`src/rtl/memmap_pkg.sv`:
```
package memmap_pkg;

    localparam int ADDR_W  = 16;
    localparam int DATA_W  = 8;
    localparam int BANK_W  = 3;
    localparam int OFF_W   = 14;
    localparam int SLICE_W = 3;
    localparam int NUM_TGT = 10;

    // target index = position in the one-hot select
    localparam int T_ROM0 = 0;
    localparam int T_ROMX = 1;
    localparam int T_VRAM = 2;
    localparam int T_XRAM = 3;
    localparam int T_WRM0 = 4;
    localparam int T_WRMX = 5;
    localparam int T_OAM  = 6;
    localparam int T_IO   = 7;
    localparam int T_HRAM = 8;
    localparam int T_IE   = 9;

    typedef enum logic [1:0] {
        GRP_MAIN = 2'd0,
        GRP_VID  = 2'd1,
        GRP_WRK  = 2'd2,
        GRP_CPU  = 2'd3
    } bus_grp_e;

    typedef struct packed {
        logic [NUM_TGT-1:0] hit;
        logic [OFF_W-1:0]   off;
        logic               bank_reg;
    } dec_t;

    function automatic bus_grp_e slice_group(input logic [SLICE_W-1:0] s,
                                             input logic enh);
        bus_grp_e g;
        case (s)
            3'd4:    g = GRP_VID;
            3'd6:    g = enh ? GRP_WRK : GRP_MAIN;
            3'd7:    g = GRP_CPU;
            default: g = GRP_MAIN;
        endcase
        return g;
    endfunction

endpackage

```
`src/rtl/memmap_region_dec.sv`:
```
module memmap_region_dec
    import memmap_pkg::*;
#(
    parameter logic [ADDR_W-1:0] BANK_ADDR = 16'hFF70
) (
    input  logic [ADDR_W-1:0] addr,
    output dec_t              dec
);

    always_comb begin
        dec = '0;
        case (addr[15:12])
            4'h0, 4'h1, 4'h2, 4'h3: begin
                dec.hit[T_ROM0] = 1'b1;
                dec.off = addr[13:0];
            end
            4'h4, 4'h5, 4'h6, 4'h7: begin
                dec.hit[T_ROMX] = 1'b1;
                dec.off = addr[13:0];
            end
            4'h8, 4'h9: begin
                dec.hit[T_VRAM] = 1'b1;
                dec.off = OFF_W'(addr[12:0]);
            end
            4'hA, 4'hB: begin
                dec.hit[T_XRAM] = 1'b1;
                dec.off = OFF_W'(addr[12:0]);
            end
            4'hC, 4'hE: begin
                dec.hit[T_WRM0] = 1'b1;
                dec.off = OFF_W'(addr[11:0]);
            end
            4'hD: begin
                dec.hit[T_WRMX] = 1'b1;
                dec.off = OFF_W'(addr[11:0]);
            end
            default: begin
                if (addr < 16'hFE00) begin
                    dec.hit[T_WRMX] = 1'b1;
                    dec.off = OFF_W'(addr[11:0]);
                end else if (addr < 16'hFEA0) begin
                    dec.hit[T_OAM] = 1'b1;
                    dec.off = OFF_W'(addr[7:0]);
                end else if (addr < 16'hFF00) begin
                    dec.hit = '0;
                end else if (addr == BANK_ADDR) begin
                    dec.bank_reg = 1'b1;
                end else if (addr < 16'hFF80) begin
                    dec.hit[T_IO] = 1'b1;
                    dec.off = OFF_W'(addr[6:0]);
                end else if (addr != 16'hFFFF) begin
                    dec.hit[T_HRAM] = 1'b1;
                    dec.off = OFF_W'(addr[6:0]);
                end else begin
                    dec.hit[T_IE] = 1'b1;
                end
            end
        endcase
    end

endmodule

```
`src/rtl/memmap_dma_guard.sv`:
```
module memmap_dma_guard
    import memmap_pkg::*;
(
    input  logic [SLICE_W-1:0] cpu_slice,
    input  logic [SLICE_W-1:0] dma_slice,
    input  logic               dma_active,
    input  logic               enh,
    input  logic               oam_hit,
    output logic               blocked
);

    bus_grp_e cpu_grp;
    bus_grp_e dma_grp;
    logic     grp_clash;

    always_comb begin
        cpu_grp   = slice_group(cpu_slice, enh);
        dma_grp   = slice_group(dma_slice, enh);
        grp_clash = (dma_grp != GRP_CPU) && (dma_grp == cpu_grp);
        blocked   = dma_active && (grp_clash || oam_hit);
    end

endmodule

```
`src/rtl/memmap_vid_gate.sv`:
```
module memmap_vid_gate
    import memmap_pkg::*;
(
    input  logic [NUM_TGT-1:0] hit_in,
    input  logic [1:0]         vid_mode,
    output logic [NUM_TGT-1:0] hit_out
);

    logic vram_open;
    logic oam_open;

    assign vram_open = (vid_mode != 2'd3);
    assign oam_open  = (vid_mode < 2'd2);

    for (genvar t = 0; t < NUM_TGT; t++) begin : g_gate
        if (t == T_VRAM) begin : g_vram
            assign hit_out[t] = hit_in[t] & vram_open;
        end else if (t == T_OAM) begin : g_oam
            assign hit_out[t] = hit_in[t] & oam_open;
        end else begin : g_pass
            assign hit_out[t] = hit_in[t];
        end
    end

endmodule

```
`src/rtl/memmap_wram_bank.sv`:
```
module memmap_wram_bank
    import memmap_pkg::*;
(
    input  logic              clk,
    input  logic              rst,
    input  logic              load,
    input  logic [BANK_W-1:0] wdata,
    output logic [BANK_W-1:0] bank
);

    always_ff @(posedge clk) begin
        if (rst) begin
            bank <= BANK_W'(1);
        end else if (load) begin
            bank <= (wdata == '0) ? BANK_W'(1) : wdata;
        end
    end

    // the bank never reads as zero
    a_r3_bank_nonzero: assert property (@(posedge clk) disable iff (rst)
        bank != '0);

    // a non-zero write is taken as written
    a_r3_bank_load: assert property (@(posedge clk) disable iff (rst)
        (load && wdata != '0) |=> bank == $past(wdata));

    // a zero write becomes bank 1
    a_r3_bank_zero: assert property (@(posedge clk) disable iff (rst)
        (load && wdata == '0) |=> bank == BANK_W'(1));

endmodule

```
`src/rtl/memmap_steer.sv`:
```
module memmap_steer
    import memmap_pkg::*;
#(
    parameter logic [ADDR_W-1:0] BANK_ADDR = 16'hFF70
) (
    input  logic                clk,
    input  logic                rst,
    input  logic                hw_enh,
    input  logic [ADDR_W-1:0]   cpu_addr,
    input  logic                cpu_rd,
    input  logic                cpu_wr,
    input  logic [DATA_W-1:0]   cpu_wdata,
    output logic [DATA_W-1:0]   cpu_rdata,
    input  logic                dma_active,
    input  logic [SLICE_W-1:0]  dma_slice,
    input  logic [1:0]          vid_mode,
    output logic [NUM_TGT-1:0]  tgt_sel,
    output logic [OFF_W-1:0]    tgt_off,
    output logic                tgt_rd,
    output logic                tgt_wr,
    output logic [DATA_W-1:0]   tgt_wdata,
    input  logic [DATA_W-1:0]   tgt_rdata,
    output logic                ctl_wr,
    output logic [BANK_W-1:0]   wram_page
);

    dec_t               dec;
    logic [NUM_TGT-1:0] gated;
    logic               blocked;
    logic               req;
    logic               rom_hit;
    logic               bank_sel;
    logic               bank_load;
    logic [BANK_W-1:0]  bank;

    memmap_region_dec #(.BANK_ADDR(BANK_ADDR)) dec_i (
        .addr (cpu_addr),
        .dec  (dec)
    );

    memmap_dma_guard guard_i (
        .cpu_slice  (cpu_addr[15:13]),
        .dma_slice  (dma_slice),
        .dma_active (dma_active),
        .enh        (hw_enh),
        .oam_hit    (dec.hit[T_OAM]),
        .blocked    (blocked)
    );

    memmap_vid_gate vgate_i (
        .hit_in   (dec.hit),
        .vid_mode (vid_mode),
        .hit_out  (gated)
    );

    memmap_wram_bank bank_i (
        .clk   (clk),
        .rst   (rst),
        .load  (bank_load),
        .wdata (cpu_wdata[BANK_W-1:0]),
        .bank  (bank)
    );

    always_comb begin
        req       = cpu_rd | cpu_wr;
        tgt_sel   = (req && !blocked) ? gated : '0;
        tgt_off   = dec.off;
        rom_hit   = tgt_sel[T_ROM0] | tgt_sel[T_ROMX];
        tgt_rd    = cpu_rd & (|tgt_sel);
        tgt_wr    = cpu_wr & (|tgt_sel) & ~rom_hit;
        ctl_wr    = cpu_wr & rom_hit;
        tgt_wdata = cpu_wdata;
        bank_sel  = dec.bank_reg & ~blocked;
        bank_load = cpu_wr & bank_sel;
        wram_page = tgt_sel[T_WRMX] ? bank : '0;
        if (|tgt_sel)
            cpu_rdata = tgt_rdata;
        else if (bank_sel)
            cpu_rdata = {{(DATA_W-BANK_W){1'b1}}, bank};
        else
            cpu_rdata = '1;
    end

    // at most one target at a time
    a_r1_sel_onehot: assert property (@(posedge clk) disable iff (rst)
        $onehot0(tgt_sel));

    // object RAM closed during DMA
    a_r10_oam_dma: assert property (@(posedge clk) disable iff (rst)
        (dma_active && cpu_addr >= 16'hFE00 && cpu_addr < 16'hFEA0)
        |-> (!tgt_sel[T_OAM] && cpu_rdata == '1));

    // video RAM closed in mode 3
    a_r5_vram_mode3: assert property (@(posedge clk) disable iff (rst)
        (vid_mode == 2'd3) |-> !tgt_sel[T_VRAM]);

    // control writes only from the ROM window, never as target writes
    a_r4_ctl_low: assert property (@(posedge clk) disable iff (rst)
        ctl_wr |-> (!cpu_addr[15] && !tgt_wr));

    // the hole selects nothing and reads all ones
    a_r11_hole: assert property (@(posedge clk) disable iff (rst)
        (cpu_addr >= 16'hFEA0 && cpu_addr < 16'hFF00)
        |-> (tgt_sel == '0 && cpu_rdata == '1));

endmodule

```
`config.mk`:
```
export PLATFORM = sky130hd
export DESIGN_NAME = memmap_steer
export DESIGN_NICKNAME = d
export VERILOG_FILES = /design/src/rtl/memmap_pkg.sv /design/src/rtl/memmap_region_dec.sv /design/src/rtl/memmap_dma_guard.sv /design/src/rtl/memmap_vid_gate.sv /design/src/rtl/memmap_wram_bank.sv /design/src/rtl/memmap_steer.sv
export SDC_FILE = /design/constraint.sdc
export NUM_CORES = 1
export LEC_CHECK = 0
export BUFFER_PORTS_ARGS = -buffer_cell sky130_fd_sc_hd__buf_4
export CAP_MARGIN = 20
export CORE_ASPECT_RATIO = 0.8
export CORE_UTILIZATION = 35
export DETAILED_ROUTE_END_ITERATION = 12
export PLACE_DENSITY = 0.79
export SYNTH_ARGS = -nofsm -noshare
export SYNTH_HDL_FRONTEND = slang
export SYNTH_SLANG_ARGS = --single-unit
```
`constraint.sdc`:
```
create_clock -name clk -period 2.7 [get_ports clk]
set_input_delay 0.54 -clock clk [delete_from_list [all_inputs] [get_ports clk]]
set_output_delay 0.54 -clock clk [all_outputs]
set_load 0.01 [all_outputs]
```
==> run metrics, run 1 <==
EDFF count, synth 0; syn_nets roughly 170; drt wl/cell between 10 and 15 µm; sequential element share of the synthesized area 7.317%; Final WS setup -0.09457 ns; total CTS buffers 3; clock slew seen by the registers of the worst setup and hold paths 0.05 ns; cell area power density approximately 220 nW/µm²; routed wire length ~3.5 mm; Tcrit/Tclk final 103.5%; Synth top area share 9.146%; Area Overhead vs Synth 99.09%; global route total overflow 0; Max Freq 357.8 MHz; # port buffers 78; Pins Over Slew Limit 0; Worst setup EP type output pin; root buf cell clkbuf_4; initial antenna violation count 0; Top cell by count, worst path buf_4; placed instance area around 1500 µm²; I/O pin count 89; ANT cells 0; via count ~1,300; layout cells sized above 1 55.02%; RSZ-0062 raised after global routing true; Unique masters post-synth between 40 and 50; Worst-Skew Late Latency 0.24 ns; slew margin rel. about three quarters; setup violators final 9; number of global-route vias before repair between 1,000 and 1,500; Final Critical Period ~2.8 ns; HP Start rst; top cells by area, synth buf_4 (9.1%), and2_1 (7.6%), nor2b_1 (7.6%); HPWL after detailed placement between 2 and 3 mm; RR Startpoint bank_i.bank[0]$_SDFFE_PP1P_; DRC 0; Final Hold Viols 0; Avg Vias per Cell 5.624; Die X around 56 µm; Finished Layout Cells 234; DR pass1 iterations 4; Worst R2R Path Depth 1; overall power 0.3649 mW; M1 GR Usage 27.71%; CP peak stage delay ~0.35 ns; reg2reg end bank_i.bank[0]$_SDFFE_PP1P_; GRT Util Overall 24.25%; Worst setup SP type input pin; core area approximately 2200 µm²; met2 GRT Util a little under half; warnings from Yosys 0; Worst Path Max Fanout 5; CP startpoint hw_enh; Hold WC Path Type in -> reg; cell taking the most area after synthesis buf_4; Clock Path Buffers 2; cells along the critical path buf_6 > o211a_1 > o21ai_1 > a222oi_1 > o22ai_1 > buf_4 > o21ai_4 > mux2i_1 > buf_4; fin area between 1500 and 2000 µm²; reg-to-reg slack, setup between 2 and 2.5 ns; standby leakage power around 0.8 nW; Most used DFF post-synth dfxtp_1; final net count around 250; filler cell count roughly 160; utilization after layout about three quarters; CP max stage cell a222oi_1; Post-synth ARST share 0%; Crit path required time roughly 2.2 ns; Worst-Margin Slew slightly above 0.4 ns; Mean Syn Cell Area about 6.7 µm²; worst hold slack 0.4866 ns; CP Data Arrival Time around 2.3 ns; GRT busiest layer met2; Crit Path Category in -> out; Hold EP bank_i.bank[2]$_SDFFE_PP0P_; hold path depth 2; hold buffer count at CTS 0; Max Cap Viol 0; cells after synthesis between 100 and 150; max FFs per register 3; starting density of the core between 30% and 40%; largest net degree at the start of global routing 11; CTS tree yes; synthesized cell area 820.8 µm²; clock skew 0 ns; post-route ant nets 0; synthesis-stage register bit count 3; global-route wire length before repair between 4 and 5 mm; GP Congestion a little over 0.8; die area between 2000 and 3000 µm²; status complete, but fails checks; failing checks setup timing; Placed Cells about 230; chip height approximately 45 µm; number of core rows 15; htree depth 1; CTS sink count 3; Worst VDD drop 0.2518 mV; Starting DRT DRC Count 40; met3 usage under 10%
repair_timing:
| item | in CTS | in global routing |
|---|---|---|
| endpoints found under the hold margin | 0 | 0 |
| pin swaps | 8 | 8 |
| buffers inserted | 0 | 2 |
| endpoints found under the setup margin | 10 | 21 |
| resized for setup | 9 | 16 |
cells by family after synthesis:
kind of cell	after synthesis	synth area share (%)
and+or+nand+nor	79	56.25
buffers and inverters	18	14.02
AOI/OAI and AO/OA	16	15.25
muxes	5	6.098
DFF	3	7.317
xor gates and xnor gates	1	1.067
power breakdown:
part | total, mW | switching [mW] | internal (mW)
clock | 0.0830 | 0.0273 | 0.0557
combinational | 0.237 | 0.107 | 0.130
sequential | 0.0444 | 0.000000407 | 0.0444
layout by cell type (no fill, tap or decap), drive strengths merged, types with 2 or more instances in the layout:
cell type / count
and2: 10
buf: 97
clkbuf: 4
dfxtp: 3
inv: 4
mux2i: 5
nand2: 10
nand2b: 5
nand3: 3
nand4: 6
nor2: 12
nor2b: 10
nor3: 7
nor3b: 2
nor4: 4
nor4b: 2
o21ai: 4
or2: 3
how the worst max path moves through the flow:
| stage | end | slack, ns |
|---|---|---|
| after floorplan | cpu_rdata[0] | 0.01 |
| after global placement | cpu_rdata[0] | 0.05 |
| after detailed placement | cpu_rdata[2] | -0.08 |
| after CTS | cpu_rdata[2] | -0.01 |
| after global routing | cpu_rdata[2] | -0.13 |
| final | cpu_rdata[2] | -0.09 |
synthesized netlist by cell type (2+ instances only):
library cell / n
or2_2: 2
o21ai_0: 3
nand2_1: 10
nor2b_1: 10
nand2b_1: 5
buf_2: 2
nand4_1: 5
buf_4: 10
dfxtp_1: 3
nor4_1: 4
mux2i_1: 5
nor3b_1: 2
nor3_1: 6
nor2_1: 12
inv_1: 4
nand3_1: 3
and2_1: 10
nor4b_1: 2
metal layers:
metal	wire (µm)	up-vias
met5	0	-
met4	105	0
met3	252	14
met2	1837	76
met1	1277	619
li1	-	607
cell type report:
class,instances,area [µm²],share of cell area (%)
Timing Repair Buffer,97,772.0,47.24
Clock buffer,4,26.28,1.608
Tap cell,25,31.28,1.914
Multi-Input combinational cell,101,729.5,44.64
Sequential cell,3,60.06,3.675
Inverter,4,15.01,0.9188
per-stage QoR:
step | setup WS, ns | setup TNS (ns)
after global placement | 0.04641 | 0
after floorplan | 0.01211 | 0
after detailed placement | -0.08085 | -0.3945
after global routing | -0.1317 | -1.082
final | -0.09457 | -0.3761
after CTS | -0.01198 | -0.01198
worst max-delay path: cells and delay by family:
family	cells	cell delay [ns]
muxes	1	0.27
buffers and inverters	3	0.44
AOI/OAI and AO/OA	5	1.00
Power figures use the tool's default switching activity.
==> run 2, diff against run 1 <==
- CTS_BUF_LIST: not set -> sky130_fd_sc_hd__clkbuf_8 sky130_fd_sc_hd__clkbuf_16
- PLACE_DENSITY: 0.79 -> not set
- PLACE_DENSITY_LB_ADDON: not set -> 0.12
==> run metrics, run 2 (synthesis results as in run 1) <==
status complete, but fails checks; failing checks setup timing; number of core rows 15; RR Startpoint bank_i.bank[0]$_SDFFE_PP1P_; Hold WC Path Type in -> reg; Avg Vias per Cell 5.300; I/O pin count 89; Worst Setup EP cpu_rdata[2]; die area roughly 2500 µm²; Finished Layout Cells between 200 and 250; cell area power density around 250 nW/µm²; clock skew 0 ns; commonest cells after routing, fill and taps aside buf_4 (97), nor2_1 (12), nor2b_1 (10), nand2_1 (10), and2_1 (10); layout cells sized above 1 a little under three fifths; Sequential Power Share ~11%; critical path's top delay family compound AO/OA/AOI/OAI gates; global route total overflow 0; Top cell by count, worst path buf_4; setup violators final 9; Crit Path Category in -> out; Worst setup SP type input pin; starting density of the core between 30% and 40%; Buffers & Inverters on Critical Path 3; CP Data Arrival Time ~2.2 ns; Max Freq between 300 and 400 MHz; total negative slack -0.1067 ns; total CTS buffers 3; DRC 0; Worst-Margin Slew between 0.3 and 0.4 ns; clock slew seen by the registers of the worst setup and hold paths ~0.030 ns; root buf cell clkbuf_8; fin area ~1600 µm²; Final Hold Viols 0; CP startpoint cpu_addr[14]; Clk pwr share 31.5%; utilization after layout about three quarters; via count ~1,300; Max Cap Viol 0; Placed Cells roughly 230; htree depth 1; RSZ-0062 raised after global routing true; Comb pwr share just under 60%; standby leakage power between 0.8 and 0.9 nW; Die X 56.14 µm; GP Congestion ~0.83; largest net degree at the start of global routing 11; post-route ant nets 0; final net count between 200 and 300; Pins Over Slew Limit 0; design internal power between 0.2 and 0.3 mW; DR pass1 iterations 4; max FFs per register 3; slew margin rel. between 70% and 80%; drt wl/cell 13.78 µm; HPWL after detailed placement ~2.5 mm; core area between 2000 and 2500 µm²; Worst R2R Path Depth 1; CTS sink count 3; Worst Path Max Fanout 8; register area 60.06 µm²; Final Critical Period approximately 2.7 ns; Starting DRT DRC Count 26; initial antenna violation count 0; CP max stage cell a222oi_1; placed instance area approximately 1500 µm²; Crit path depth 9; Worst setup EP type output pin; commonest non-fill, non-tap cell in the layout buf_4; Worst VDD drop about 0.25 mV; hold buffer count at CTS 0; multi-input logic area a little over 700 µm²; chip height 45.32 µm; CP peak stage delay 0.30 ns; ANT cells 0; Sw Share between 30% and 40%; number of global-route vias before repair between 1,000 and 1,500; Final WS setup -0.02123 ns; CTS tree yes; global-route wire length before repair 4.650 mm; Crit path required time approximately 2.2 ns; P_sw 0.1375 mW; Area Overhead vs Synth 97.10%; Worst-Skew Late Latency ~0.21 ns; Tcrit/Tclk final 100.8%; reg2reg end bank_i.bank[0]$_SDFFE_PP1P_; cells along the critical path buf_4 > o211a_1 > o21ai_1 > a222oi_1 > buf_4 > o22ai_2 > o21ai_4 > mux2i_1 > buf_4; GRT Util Overall around 23%; Clock Path Buffers 2; routed wire length roughly 3.3 mm; reg-to-reg slack, setup about 2 ns; filler cell count approximately 170; # port buffers slightly below 80
[run 2: what timing repair did]
action,in CTS,in global routing
gates resized for setup,2,13
setup buffers,4,3
hold endpoints to repair,0,0
endpoints found under the setup margin,8,22
pin swaps,1,8
[run 2: metrics by stage]
stage	hold slack, ns	power (mW)	setup slack, ns
2_1_floorplan	0.4505	0.1452	0.01211
6_report	0.5103	0.4109	-0.02123
3_5_place_dp	0.5085	0.2538	-0.06830
4_1_cts	0.5075	0.3974	-0.01966
5_1_grt	0.5027	0.4370	-0.1479
3_3_place_gp	0.4800	0.2489	-0.01679
[run 2: routing by layer]
metal | vias to the layer above | track usage, % | wire (µm) | share of wire [%]
met3 | 11 | 2.579 | 239 | 7.3
li1 | 608 | - | - | -
met2 | 76 | 43.57 | 1643 | 50
met5 | - | 0 | 0 | 0
met1 | 561 | 27.23 | 1293 | 40
met4 | 0 | 9.268 | 91 | 2.8
[run 2: how the worst min path moves through the flow]
| stage | startpoint | end | slack [ns] | cells after the start |
|---|---|---|---|---|
| finish | rst | bank_i.bank[2]$_SDFFE_PP0P_ | 0.51 | 2 |
| global route | rst | bank_i.bank[2]$_SDFFE_PP0P_ | 0.50 | 2 |
| CTS | rst | bank_i.bank[2]$_SDFFE_PP0P_ | 0.51 | 2 |
| detailed placement | bank_i.bank[0]$_SDFFE_PP1P_ | bank_i.bank[0]$_SDFFE_PP1P_ | 0.51 | 1 |
| global placement | bank_i.bank[0]$_SDFFE_PP1P_ | bank_i.bank[0]$_SDFFE_PP1P_ | 0.48 | 1 |
| floorplan | bank_i.bank[0]$_SDFFE_PP1P_ | bank_i.bank[0]$_SDFFE_PP1P_ | 0.45 | 1 |
[run 2: power groups by stage]
stage | Sequential (mW) | Combinational [mW] | Clock [mW]
after floorplan | 0.0452 | 0.100 | 0
after global placement | 0.0452 | 0.204 | 0
after detailed placement | 0.0452 | 0.209 | 0
after CTS | 0.0446 | 0.221 | 0.132
after global routing | 0.0446 | 0.254 | 0.138
final | 0.0447 | 0.237 | 0.129
[run 2: area by class of cell]
class	instances	share of cell area (%)
Clock buffer	3	2.552
Clock inverter	1	0.2320
Inverter	4	0.9281
Multi-Input combinational cell	101	43.54
Sequential cell	3	3.712
Tap cell	25	1.933
Timing Repair Buffer	100	47.10
